===== config.mk =====
export PLATFORM = sky130hd
export DESIGN_NAME = hsync_gen
export DESIGN_NICKNAME = d
export VERILOG_FILES = /design/src/rtl/hsync_pkg.sv /design/src/rtl/hsync_dp.sv /design/src/rtl/hsync_ctl.sv /design/src/rtl/hsync_gen.sv
export SDC_FILE = /design/constraint.sdc
export NUM_CORES = 1
export LEC_CHECK = 0
export CORE_UTILIZATION = 35
export CTS_CLUSTER_SIZE = 12
export DETAILED_ROUTE_END_ITERATION = 8
export GPL_ROUTABILITY_DRIVEN = 0
export GPL_TIMING_DRIVEN = 0
export MAX_ROUTING_LAYER = met4
export PLACE_DENSITY = 0.55
export SLEW_MARGIN = 20
export SYNTH_ARGS = -nofsm -noshare
export SYNTH_HDL_FRONTEND = slang
export SYNTH_HIERARCHICAL = 1
export SYNTH_SLANG_ARGS = --single-unit

===== constraint.sdc =====
create_clock -name clk -period 4.3 [get_ports clk]
set_clock_uncertainty 0.1 [all_clocks]
set_input_delay 0.86 -clock clk [delete_from_list [all_inputs] [get_ports clk]]
set_output_delay 0.86 -clock clk [all_outputs]
set_load 0.005 [all_outputs]

===== src/rtl/hsync_pkg.sv =====
package hsync_pkg;

  typedef enum logic [1:0] {
    PH_IDLE = 2'd0,
    PH_SYNC = 2'd1,
    PH_BACK = 2'd2,
    PH_VIS  = 2'd3
  } phase_e;

  typedef enum logic [1:0] {
    LD_NONE = 2'd0,
    LD_SYNC = 2'd1,
    LD_BACK = 2'd2,
    LD_VIS  = 2'd3
  } load_e;

  // strobes from control to datapath
  typedef struct packed {
    logic  capture;
    logic  dec;
    load_e load;
  } ctl_t;

  // status from datapath to control
  typedef struct packed {
    logic cfgOk;
    logic cntZero;
  } stat_t;

endpackage


===== src/rtl/hsync_dp.sv =====
module hsync_dp
  import hsync_pkg::*;
#(
  parameter int PIX_W    = 12,
  parameter int PIX_CLKS = 4,
  parameter int BACK_PIX = 120,
  parameter int CNT_W    = 16
) (
  input  logic             clk,
  input  logic             rstN,
  input  logic [PIX_W-1:0] cfgSyncPix,
  input  logic [PIX_W-1:0] cfgTailPix,
  input  ctl_t             ctl,
  output stat_t            stat
);

  localparam logic [CNT_W-1:0] BACK_LOAD = CNT_W'(BACK_PIX * PIX_CLKS - 1);
  localparam bit PIX_POW2 = ((PIX_CLKS & (PIX_CLKS - 1)) == 0);

  logic [PIX_W-1:0] syncReg;
  logic [PIX_W-1:0] tailReg;
  logic [PIX_W-1:0] selLen;
  logic [CNT_W-1:0] scaledLen;
  logic [CNT_W-1:0] loadVal;
  logic [CNT_W-1:0] cnt;

  // captured lengths, written only on the capture strobe
  always_ff @(posedge clk) begin
    if (!rstN) begin
      syncReg <= '0;
      tailReg <= '0;
    end else if (ctl.capture) begin
      syncReg <= cfgSyncPix;
      tailReg <= cfgTailPix;
    end
  end

  // pick the length for the phase about to begin
  always_comb begin
    unique case (ctl.load)
      LD_SYNC: selLen = ctl.capture ? cfgSyncPix : syncReg;
      LD_VIS:  selLen = tailReg;
      default: selLen = '0;
    endcase
  end

  // pixel periods to clocks
  generate
    if (PIX_POW2) begin : g_shift
      assign scaledLen = CNT_W'(selLen) << $clog2(PIX_CLKS);
    end else begin : g_mul
      assign scaledLen = CNT_W'(selLen) * CNT_W'(PIX_CLKS);
    end
  endgenerate

  always_comb begin
    if (ctl.load == LD_BACK) loadVal = BACK_LOAD;
    else                     loadVal = scaledLen - CNT_W'(1);
  end

  // phase counter counts down to zero, last cycle of a phase at zero
  always_ff @(posedge clk) begin
    if (!rstN) begin
      cnt <= '0;
    end else if (ctl.load != LD_NONE) begin
      cnt <= loadVal;
    end else if (ctl.dec) begin
      cnt <= cnt - CNT_W'(1);
    end
  end

  assign stat.cntZero = (cnt == '0);
  assign stat.cfgOk   = (cfgSyncPix != '0) && (cfgTailPix != '0);

endmodule


===== src/rtl/hsync_ctl.sv =====
module hsync_ctl
  import hsync_pkg::*;
(
  input  logic  clk,
  input  logic  rstN,
  input  logic  cfgValid,
  input  stat_t stat,
  output ctl_t  ctl,
  output logic  hsyncN,
  output logic  lineStart,
  output logic  visStart
);

  phase_e phase;
  phase_e phaseNext;

  always_comb begin
    phaseNext   = phase;
    ctl.capture = 1'b0;
    ctl.dec     = 1'b0;
    ctl.load    = LD_NONE;
    unique case (phase)
      PH_IDLE: begin
        if (cfgValid && stat.cfgOk) begin
          ctl.capture = 1'b1;
          ctl.load    = LD_SYNC;
          phaseNext   = PH_SYNC;
        end
      end
      PH_SYNC: begin
        if (stat.cntZero) begin
          ctl.load  = LD_BACK;
          phaseNext = PH_BACK;
        end else begin
          ctl.dec = 1'b1;
        end
      end
      PH_BACK: begin
        if (stat.cntZero) begin
          ctl.load  = LD_VIS;
          phaseNext = PH_VIS;
        end else begin
          ctl.dec = 1'b1;
        end
      end
      PH_VIS: begin
        if (stat.cntZero) begin
          ctl.load  = LD_SYNC;
          phaseNext = PH_SYNC;
        end else begin
          ctl.dec = 1'b1;
        end
      end
      default: phaseNext = PH_IDLE;
    endcase
  end

  // outputs registered from the next phase so they align with it
  always_ff @(posedge clk) begin
    if (!rstN) begin
      phase     <= PH_IDLE;
      hsyncN    <= 1'b1;
      lineStart <= 1'b0;
      visStart  <= 1'b0;
    end else begin
      phase     <= phaseNext;
      hsyncN    <= (phaseNext != PH_SYNC);
      lineStart <= (phaseNext == PH_SYNC) && (phase != PH_SYNC);
      visStart  <= (phaseNext == PH_VIS) && (phase != PH_VIS);
    end
  end

endmodule


===== src/rtl/hsync_gen.sv =====
module hsync_gen
  import hsync_pkg::*;
#(
  parameter int PIX_W    = 12,
  parameter int PIX_CLKS = 4,
  parameter int BACK_PIX = 120
) (
  input  logic             clk,
  input  logic             rstN,
  input  logic             cfgValid,
  input  logic [PIX_W-1:0] cfgSyncPix,
  input  logic [PIX_W-1:0] cfgTailPix,
  output logic             hsyncN,
  output logic             lineStart,
  output logic             visStart
);

  localparam int MAX_PIX = (BACK_PIX > (2 ** PIX_W)) ? BACK_PIX : (2 ** PIX_W);
  localparam int CNT_W   = $clog2(MAX_PIX * PIX_CLKS) + 1;

  ctl_t  ctl;
  stat_t stat;

  hsync_ctl ctl_i (
    .clk       (clk),
    .rstN      (rstN),
    .cfgValid  (cfgValid),
    .stat      (stat),
    .ctl       (ctl),
    .hsyncN    (hsyncN),
    .lineStart (lineStart),
    .visStart  (visStart)
  );

  hsync_dp #(
    .PIX_W    (PIX_W),
    .PIX_CLKS (PIX_CLKS),
    .BACK_PIX (BACK_PIX),
    .CNT_W    (CNT_W)
  ) dp_i (
    .clk        (clk),
    .rstN       (rstN),
    .cfgSyncPix (cfgSyncPix),
    .cfgTailPix (cfgTailPix),
    .ctl        (ctl),
    .stat       (stat)
  );

endmodule


# After elaboration in Yosys (flattened, before gate mapping)
# Cells that the tools add are included.
# W data, S select, Z words.
# word_totals
word_cells,50
mem_bits_rw,0
inputBits,27
latch_bits,0
regBits,44
romBits,0
memories,0
# op_classes
n_addsub,2
multipliers,0
eq_ne,11
bitwise,0
n_mux,19
magnitude_cmp,0
div,0
n_reduce_logical,11
shift,0
# op_table
operator,count
$mux W15,3
$pmux W12 S2,1
$reduce_bool A12 Y1,2
$pmux W2 S4,2
$logic_not A15 Y1,1
$sub A14 B1 Y15 const B,1
$sub A15 B1 Y15 const B,1
$mux W12,1
$mux W2,6
$eq A2 B2 Y1 const B,5
$eq A2 B1 Y1 const B,3
$mux W1,6
$logic_and A1 B1 Y1,4
$ne A2 B1 Y1 const B,2
$reduce_bool A2 Y1,2
$reduce_or A3 Y1,1
$logic_not A2 Y1,1
$ne A2 B2 Y1 const B,1

# Depth between registers and ports, before layout
# Gate-level depths: netlist of the first run.
# depth
word_depth,10
ltp_mapped,16

# Hierarchy
# Netlist of the first run, hierarchy kept.
# by_module_without_submodules
mod,instances,area_per_inst_um2,cells_each
hsync_dp,1,2194.6,233
hsync_ctl,1,274.0,29

# Worst setup path before layout of the first run
# No wires, ideal clock.
# synth_path
path_kind,input to register
from,input cfgSyncPix[1]
to,register dp_i.cnt[8]
arrival_time_ns,3.152
path_buffers,1
cell_stages,12
required_time_ns,4.105
setup_slack_ns,0.953
path_cell_list,nor4_1 > and3_1 > a31oi_1 > and4bb_4 > buf_6 > mux2_2 > o211ai_2 > ha_1 > nand4b_1 > nand2b_1 > xnor2_1 > a221oi_1
# synth_lines
element,line,source
start: declaration,hsync_gen.sv:11,"input logic [PIX_W-1:0] cfgSyncPix,"
end signal: assignment,hsync_dp.sv:66,cnt <= loadVal;
end signal: assignment,hsync_dp.sv:68,cnt <= cnt - CNT_W'(1);
end: declaration,hsync_dp.sv:25,logic [CNT_W-1:0] cnt;

==> metrics.md, run 1 <==
| Metric | Value |
|---|---|
| Hold Path Origin | `dp_i/tailReg[7]$_SDFFE_PN0P_` |
| Hold path cells | `2` |
| Clock sinks | `44` |
| Final Hold Slack | `0.395 ns` |
| Setup bufs post-CTS | `0` |
| Reg power frac | `39.2%` |
| Initial core utilization | `between 30% and 40%` |
| Avg WL per Cell | `13.7 µm` |
| Vias in the first global route | `approximately 1.9k` |
| Antenna viol nets, final | `0` |
| Clk pin slew, worst setup/hold paths | `0.09 ns` |
| Switch Pwr | `roughly 0.43 mW` |
| Finished Cell Area | `2990 µm²` |
| Setup TNS | `0 ns` |
| R2R Setup Slk | `0.38 ns` |
| CTS tree | `yes` |
| Cell taking the most area after synthesis | `dfxtp_1` |
| Max cap viols | `0` |
| Initial antenna violation count | `0` |
| Global-route wire length before repair | `9.30 mm` |
| Post-synth EDFFs | `0` |
| Bufs on Longest Clock Path | `2` |
| Largest net degree at the start of global routing | `15` |
| Tot GR Track Use | `16.5%` |
| Cell area after placement | `2880 µm²` |
| Max FO, Critical Path | `6` |
| P_leak | `about 1.1 nW` |
| Post-CTS Hold Buffers | `0` |
| Area contributors post-synth | `dfxtp_1 36%, mux2i_1 5.3%, mux2_4 4.3%` |
| Port-buffer cells | `29` |
| Crit Reg-Reg Startpoint | `dp_i/cnt[0]$_SDFFE_PN0P_` |
| Top cell type's share of synthesized area | `35.7%` |
| Critical Path RT | `between 4 and 5 ns` |
| HP Class | `reg2reg` |
| Tcrit/Tclk final | `95.0%` |
| Dpl cells | `about 390` |
| Final Hold Violating Endpoints | `0` |
| DPL Wire Length | `4.25 mm` |
| Io pins | `30` |
| Iter 0 DRT Violations | `48` |
| Post-synthesis cell type count | `52` |
| TritonRoute pass-1 iters | `4` |
| Ys flop type | `dfxtp_1` |
| Final setup vio count | `0` |
| Worst IR Drop VDD | `0.164 mV` |
| Critical path capture point type | `flip-flop` |
| Post-Syn Instances | `about 260` |
| Synth Register Bits | `44` |
| Nets@finish | `327` |
| Post-Syn Area | `2470 µm²` |
| DRC | `0` |
| Die ar. | `about 7400 µm²` |
| Fmax | `around 240 MHz` |
| Via density | `4.91` |
| FF+latch area | `a little under 900 µm²` |
| Die width | `86.0 µm` |
| GRT overflow | `0` |
| Critical path class | `in2reg` |
| Multi-input logic area | `1490 µm²` |
| Ys async rst share | `0%` |
| Pwr Density | `435 nW/µm²` |
| CTS HTree Levels | `2` |
| Reg2reg end | `dp_i/cnt[8]$_SDFFE_PN0P_` |
| Syn_nets | `291` |
| Number of buffers created by CTS | `5` |
| Min Tclk post-route | `4.08 ns` |
| Final wirelength | `5.42 mm` |
| # diodes | `0` |
| Vias | `1938` |
| Root Driver | `clkbuf_8` |
| Core Box Area | `6790 µm²` |
| Synth Area per Inst | `9.42 µm²` |
| # fillers | `692` |
| Final Max Slew Viols | `0` |
| Data arrival, critical path | `4.19 ns` |
| Sw Ratio | `33.4%` |
| Worst slew pin tran | `0.824 ns` |
| Hold Crit Endpoint | `dp_i/tailReg[7]$_SDFFE_PN0P_` |
| CTS resizes | `0` |
| Outcome | `complete, no violations` |
| Layout cells sized above 1 | `14.7%` |
| Clock Latency Late Sink | `0.30 ns` |
| Combinational share of power | `a little over a third` |
| Power Internal | `about 0.87 mW` |
| RSZ-0062 raised after global routing | `false` |
| Sequential-to-total area share from yosys stat | `35.7%` |
| Area Growth Syn to Fin | `21.1%` |
| Worst r2r path cells | `16` |
| Final Instance Count excl. Fillers | `395` |
| Core Rows | `30` |
| CP Launch Type | `primary input` |
| Util after Layout | `44.0%` |
| Clk pwr share | `around 25%` |
| Relative slew slack | `44.6%` |
| Die Ht | `roughly 86 µm` |
| YS warnings | `6` |
[cell usage in the layout, fill, tap and decap left out, drive strengths merged, types with 2 or more instances in the layout]
cell	instances
nand2	16
clkdlybuf4s50	29
clkbuf	11
nand2b	12
buf	7
a31oi	2
nand3b	4
o21ai	10
nand3	6
inv	3
a221oi	2
mux2i	13
mux2	12
xor2	12
and3	4
and2	13
dfxtp	44
a21oi	9
nor4	9
nor2b	4
o22ai	6
nor2	22
clkinv	2
nor3	7
nand4b	3
nor3b	4
o211ai	10
ha	2
xnor2	8
[area by class of cell]
type                            count  area share, %
Clock inverter                      3           1.42
Inverter                            4          0.502
Sequential cell                    44           29.5
Tap cell                           96           4.02
Timing Repair Buffer               29           9.71
Multi-Input combinational cell    201           49.8
Buffer                             13           2.76
Clock buffer                        5           2.30
[power groups by stage]
| stage | sequential, mW | clock [mW] | combinational, mW |
|---|---|---|---|
| 2_1_floorplan | 0.509 | 0 | 0.368 |
| 3_3_place_gp | 0.518 | 0 | 0.471 |
| 3_5_place_dp | 0.519 | 0 | 0.473 |
| 4_1_cts | 0.510 | 0.332 | 0.476 |
| 5_1_grt | 0.518 | 0.348 | 0.527 |
| 6_report | 0.510 | 0.320 | 0.471 |
[Yosys cell counts, drive strengths merged, types with 6 or more instances]
cell type / instances
nor4: 9
and2: 13
xnor2: 8
mux2i: 13
mux2: 12
clkbuf: 6
nor3: 7
nor2: 22
o21ai: 10
o22ai: 6
buf: 7
a21oi: 9
nand2b: 12
nand2: 16
nand3: 6
o211ai: 10
dfxtp: 44
xor2: 12
[worst max path at each step]
stage          slack [ns]  depth (start not counted)                       end     startpoint
2_1_floorplan        0.95                         12  dp_i/cnt[8]$_SDFFE_PN0P_  cfgSyncPix[1]
6_report             0.22                         13  dp_i/cnt[8]$_SDFFE_PN0P_  cfgSyncPix[2]
3_5_place_dp        -0.14                         13  dp_i/cnt[8]$_SDFFE_PN0P_  cfgSyncPix[2]
4_1_cts              0.17                         13  dp_i/cnt[8]$_SDFFE_PN0P_  cfgSyncPix[2]
3_3_place_gp        -0.19                         13  dp_i/cnt[8]$_SDFFE_PN0P_  cfgSyncPix[3]
5_1_grt              0.04                         13  dp_i/cnt[8]$_SDFFE_PN0P_  cfgSyncPix[2]
[cell families (layout without fill, tap and decap cells)]
kind of cell | after synthesis | count (layout) | share of synthesized area (%)
adders and majority gates | 2 | 2 | 1.01
xor gates and xnor gates | 20 | 20 | 7.10
muxes | 25 | 25 | 11.8
DFF | 44 | 44 | 35.7
and+or+nand+nor | 109 | 109 | 26.0
AOI/OAI and AO/OA | 45 | 45 | 14.5
buffers and inverters | 17 | 54 | 3.95
[state kept, by name (all words and copies together) (netlist names)]
signal / flops
ctl_i/lineStart: 1
dp_i/syncReg: 12
ctl_i/visStart: 1
dp_i/cnt: 15
ctl_i/hsyncN: 1
dp_i/tailReg: 12
ctl_i/phase: 2
[critical path, cell delays in order]
cell and delay (ns):
clkdlybuf4s50_1 0.43, nor4_1 0.45, and3_1 0.27, a31oi_1 0.09, and4bb_4 0.26, buf_6 0.14, mux2_4 0.30, o211ai_2 0.26
ha_1 0.26, nand4b_1 0.23, nand2b_1 0.23, xnor2_1 0.13, a221oi_1 0.27
[per-layer routing]
layer	GRT usage (%)	vias up	share of wire [%]
met5	-	-	0
met4	5.76	0	1.2
met3	3.37	7	3.1
met2	26.2	29	46
met1	20.9	903	50
li1	-	999	-
[through the flow]
stage | total power [mW] | setup slack [ns]
global placement | 0.990 | -0.190
floorplan | 0.877 | 0.953
global route | 1.39 | 0.0412
detailed placement | 0.993 | -0.143
CTS | 1.32 | 0.169
finish | 1.30 | 0.216
(Power assumes the default switching activity.)
==> inputs of run 2 (changes only) <==
--- a/config.mk
+++ b/config.mk
@@ -5,12 +5,12 @@
 export SDC_FILE = /design/constraint.sdc
 export NUM_CORES = 1
 export LEC_CHECK = 0
+export ABC_CLOCK_PERIOD_IN_PS = 4300
 export CORE_UTILIZATION = 35
 export CTS_CLUSTER_SIZE = 12
 export DETAILED_ROUTE_END_ITERATION = 8
 export GPL_ROUTABILITY_DRIVEN = 0
 export GPL_TIMING_DRIVEN = 0
-export MAX_ROUTING_LAYER = met4
 export PLACE_DENSITY = 0.55
 export SLEW_MARGIN = 20
 export SYNTH_ARGS = -nofsm -noshare
==> run 2 against run 1 <==
Compared with the run above:
- sequential share of layout area is the same
- setup slack lost 0.016 ns
- cell count is the same
- combinational power is essentially flat
- fmax shrank 0.38%
- routed wire length grew 0.15%
- total power shrank 0.18%
- global-route usage shrank 0.48 points
- cell area is the same
- critical path depth is the same
- critical path type unchanged
==> metrics.md, run 2 (synthesis results as in run 1) <==
| Metric | Value |
|---|---|
| Buf/Inv on CP | `2 (unchanged)` |
| Tcrit/Tclk final | `95.3% (+0.36 points)` |
| Max cap viols | `0 (unchanged)` |
| Hold Crit Endpoint | `dp_i/tailReg[7]$_SDFFE_PN0P_` |
| Tot GR Track Use | `16.1% (-0.48 points)` |
| Hold path cells | `2 (unchanged)` |
| Root Driver | `clkbuf_8` |
| Worst r2r path cells | `16 (unchanged)` |
| Fmax | `244 MHz (-0.38%)` |
| Worst path cell trace | `clkdlybuf4s50_1 -> nor4_1 -> and3_1 -> a31oi_1 -> and4bb_4 -> buf_6 -> mux2_4 -> o211ai_2 -> ha_1 -> nand4b_1 -> nand2b_1 -> xnor2_1 -> a221oi_1` |
| DPL Wire Length | `4.25 mm (unchanged)` |
| Min Tclk post-route | `4.10 ns (+0.0156 ns)` |
| Initial antenna violation count | `0 (unchanged)` |
| Pwr Density | `434 nW/µm² (-0.18%)` |
| CTS resizes | `0 (unchanged)` |
| Setup bufs post-CTS | `0 (unchanged)` |
| Worst IR Drop VDD | `0.164 mV (-0.10%)` |
| Relative slew slack | `45.1% (+0.52 points)` |
| Critical Path RT | `4.41 ns (about the same)` |
| Finished Cell Area | `2990 µm² (unchanged)` |
| CTS tree | `yes` |
| Clock sinks | `44 (unchanged)` |
| Iter 0 DRT Violations | `45 (-6.3%)` |
| Data arrival, critical path | `4.21 ns (+0.02 ns)` |
| Delay-heaviest family, CP | `simple AND/OR/NAND/NOR gates` |
| Clock Latency Late Sink | `0.30 ns (about the same)` |
| Number of buffers created by CTS | `5 (unchanged)` |
| Max FO, Critical Path | `6 (unchanged)` |
| Core Rows | `30 (unchanged)` |
| Largest net degree at the start of global routing | `15 (unchanged)` |
| Worst slew pin tran | `0.816 ns (-0.00771 ns)` |
| DRC | `0 (unchanged)` |
| Outcome | `complete, no violations` |
| CP max stage delay | `0.45 ns (about the same)` |
| Vias | `1970 (+1.7%)` |
| Cell area after placement | `2880 µm² (unchanged)` |
| Vias in the first global route | `1907 (-0.052%)` |
| Final wirelength | `5.42 mm (+0.15%)` |
| RSZ-0062 raised after global routing | `false` |
| Final Hold Violating Endpoints | `0 (unchanged)` |
| Final Instance Count excl. Fillers | `395 (unchanged)` |
| Final Max Slew Viols | `0 (unchanged)` |
| P_leak | `1.12 nW (unchanged)` |
| Largest register FFs | `15 (unchanged)` |
| TritonRoute pass-1 iters | `4 (unchanged)` |
| Avg WL per Cell | `13.7 µm (+0.15%)` |
| Die width | `86.0 µm (unchanged)` |
| Hold Path Origin | `dp_i/tailReg[7]$_SDFFE_PN0P_` |
| Setup TNS | `0 ns (unchanged)` |
| Most common cell after layout, fill and taps aside | `dfxtp_1` |
| R2R Setup Slk | `0.35 ns (-0.03 ns)` |
| Reg with most FFs | `dp_i/cnt` |
| Top flop regs | `dp_i/cnt: 15 flops, dp_i/syncReg: 12 flops, dp_i/tailReg: 12 flops` |
| GRT overflow | `0 (unchanged)` |
| Most frequent cells in the layout | `44 x dfxtp_1, 29 x clkdlybuf4s50_1, 22 x nor2_1, 16 x nand2_1` |
| Crit Reg-Reg Startpoint | `dp_i/cnt[0]$_SDFFE_PN0P_` |
| CTS HTree Levels | `2 (unchanged)` |
| Bufs on Longest Clock Path | `2 (unchanged)` |
| Clk pin slew, worst setup/hold paths | `0.09 ns (about the same)` |
| Die ar. | `7390 µm² (unchanged)` |
| Die Ht | `86.0 µm (unchanged)` |
| Final setup vio count | `0 (unchanged)` |
| Area Growth Syn to Fin | `21.1% (unchanged)` |
| HP Class | `reg2reg` |
| Initial core utilization | `36.3% (unchanged)` |
| Core Box Area | `6790 µm² (unchanged)` |
| Post-CTS Hold Buffers | `0 (unchanged)` |
| Dpl cells | `387 (unchanged)` |
| Io pins | `30 (unchanged)` |
| CP Launch Type | `primary input` |
| Util after Layout | `44.0% (unchanged)` |
| # diodes | `0 (unchanged)` |
| Critical path capture point type | `flip-flop` |
| Global-route wire length before repair | `9.29 mm (about the same)` |
| Critical path class | `in2reg` |
| Nets@finish | `327 (unchanged)` |
| Layout cells sized above 1 | `14.7% (unchanged)` |
| Via density | `4.99 (+1.7%)` |
| Cell with the largest stage delay on the worst path | `nor4_1` |
| Port-buffer cells | `29 (unchanged)` |
| Reg2reg end | `dp_i/cnt[8]$_SDFFE_PN0P_` |
| Antenna viol nets, final | `0 (unchanged)` |
run 2: cell counts in the layout (fill, tap and decap cells not counted):
No cell type changed its count.
run 2: how the worst max path moves through the flow:
stage                       start                  endpoint  slack (ns)  cells past startpoint
floorplan           cfgSyncPix[1]  dp_i/cnt[8]$_SDFFE_PN0P_        0.95                     12
global placement    cfgSyncPix[3]  dp_i/cnt[8]$_SDFFE_PN0P_       -0.19                     13
detailed placement  cfgSyncPix[2]  dp_i/cnt[8]$_SDFFE_PN0P_       -0.14                     13
CTS                 cfgSyncPix[2]  dp_i/cnt[8]$_SDFFE_PN0P_        0.17                     13
global route        cfgSyncPix[2]  dp_i/cnt[8]$_SDFFE_PN0P_        0.04                     13
finish              cfgSyncPix[2]  dp_i/cnt[8]$_SDFFE_PN0P_        0.20                     13
run 2: through the flow:
stage	setup slack, ns	power [mW]	hold slack, ns
global route	0.0412	1.39	0.436
floorplan	0.953	0.877	0.351
CTS	0.169	1.32	0.400
finish	0.200	1.30	0.395
global placement	-0.190	0.990	0.367
detailed placement	-0.143	0.993	0.377
run 2: power breakdown:
part / leakage [nW] / internal [mW] / switching, mW
clock: 0.0541 / 0.172 / 0.145
sequential: 0.362 / 0.468 / 0.0414
combinational: 0.700 / 0.226 / 0.246
total: 1.12 / 0.866 / 0.432
run 2: area by class of cell:
type                       count  area (µm²)
buffer                        13        82.6
clock buffer                   5        68.8
clock inverter                 3        42.5
fill                         692        3800
inverter                       4        15.0
multi-input combinational    201        1490
sequential                    44         881
tap                           96         120
timing repair buffer          29         290
run 2: routing by layer:
| metal | GRT usage, % | wire length (µm) | up-vias |
|---|---|---|---|
| met1 | 20.9 | 2700 | 923 |
| li1 | - | - | 1000 |
| met3 | 3.37 | 159 | 10 |
| met2 | 26.2 | 2470 | 37 |
| met5 | 0 | 0 | - |
| met4 | 5.76 | 88 | 0 |
run 2: worst reg2reg max path, cell delays in order, from the launching register on:
cell and delay (ns):
dfxtp_1 0.35, inv_1 0.07, ha_1 0.18, nor3b_1 0.47, nor3b_1 0.30, nand2_1 0.08
nor2_1 0.17, clkbuf_1 0.33, nand2_1 0.12, o21ai_1 0.15, buf_2 0.35, o211ai_2 0.22
ha_1 0.27, nand4b_1 0.21, nand2b_1 0.15, xnor2_1 0.06, a221oi_1 0.27
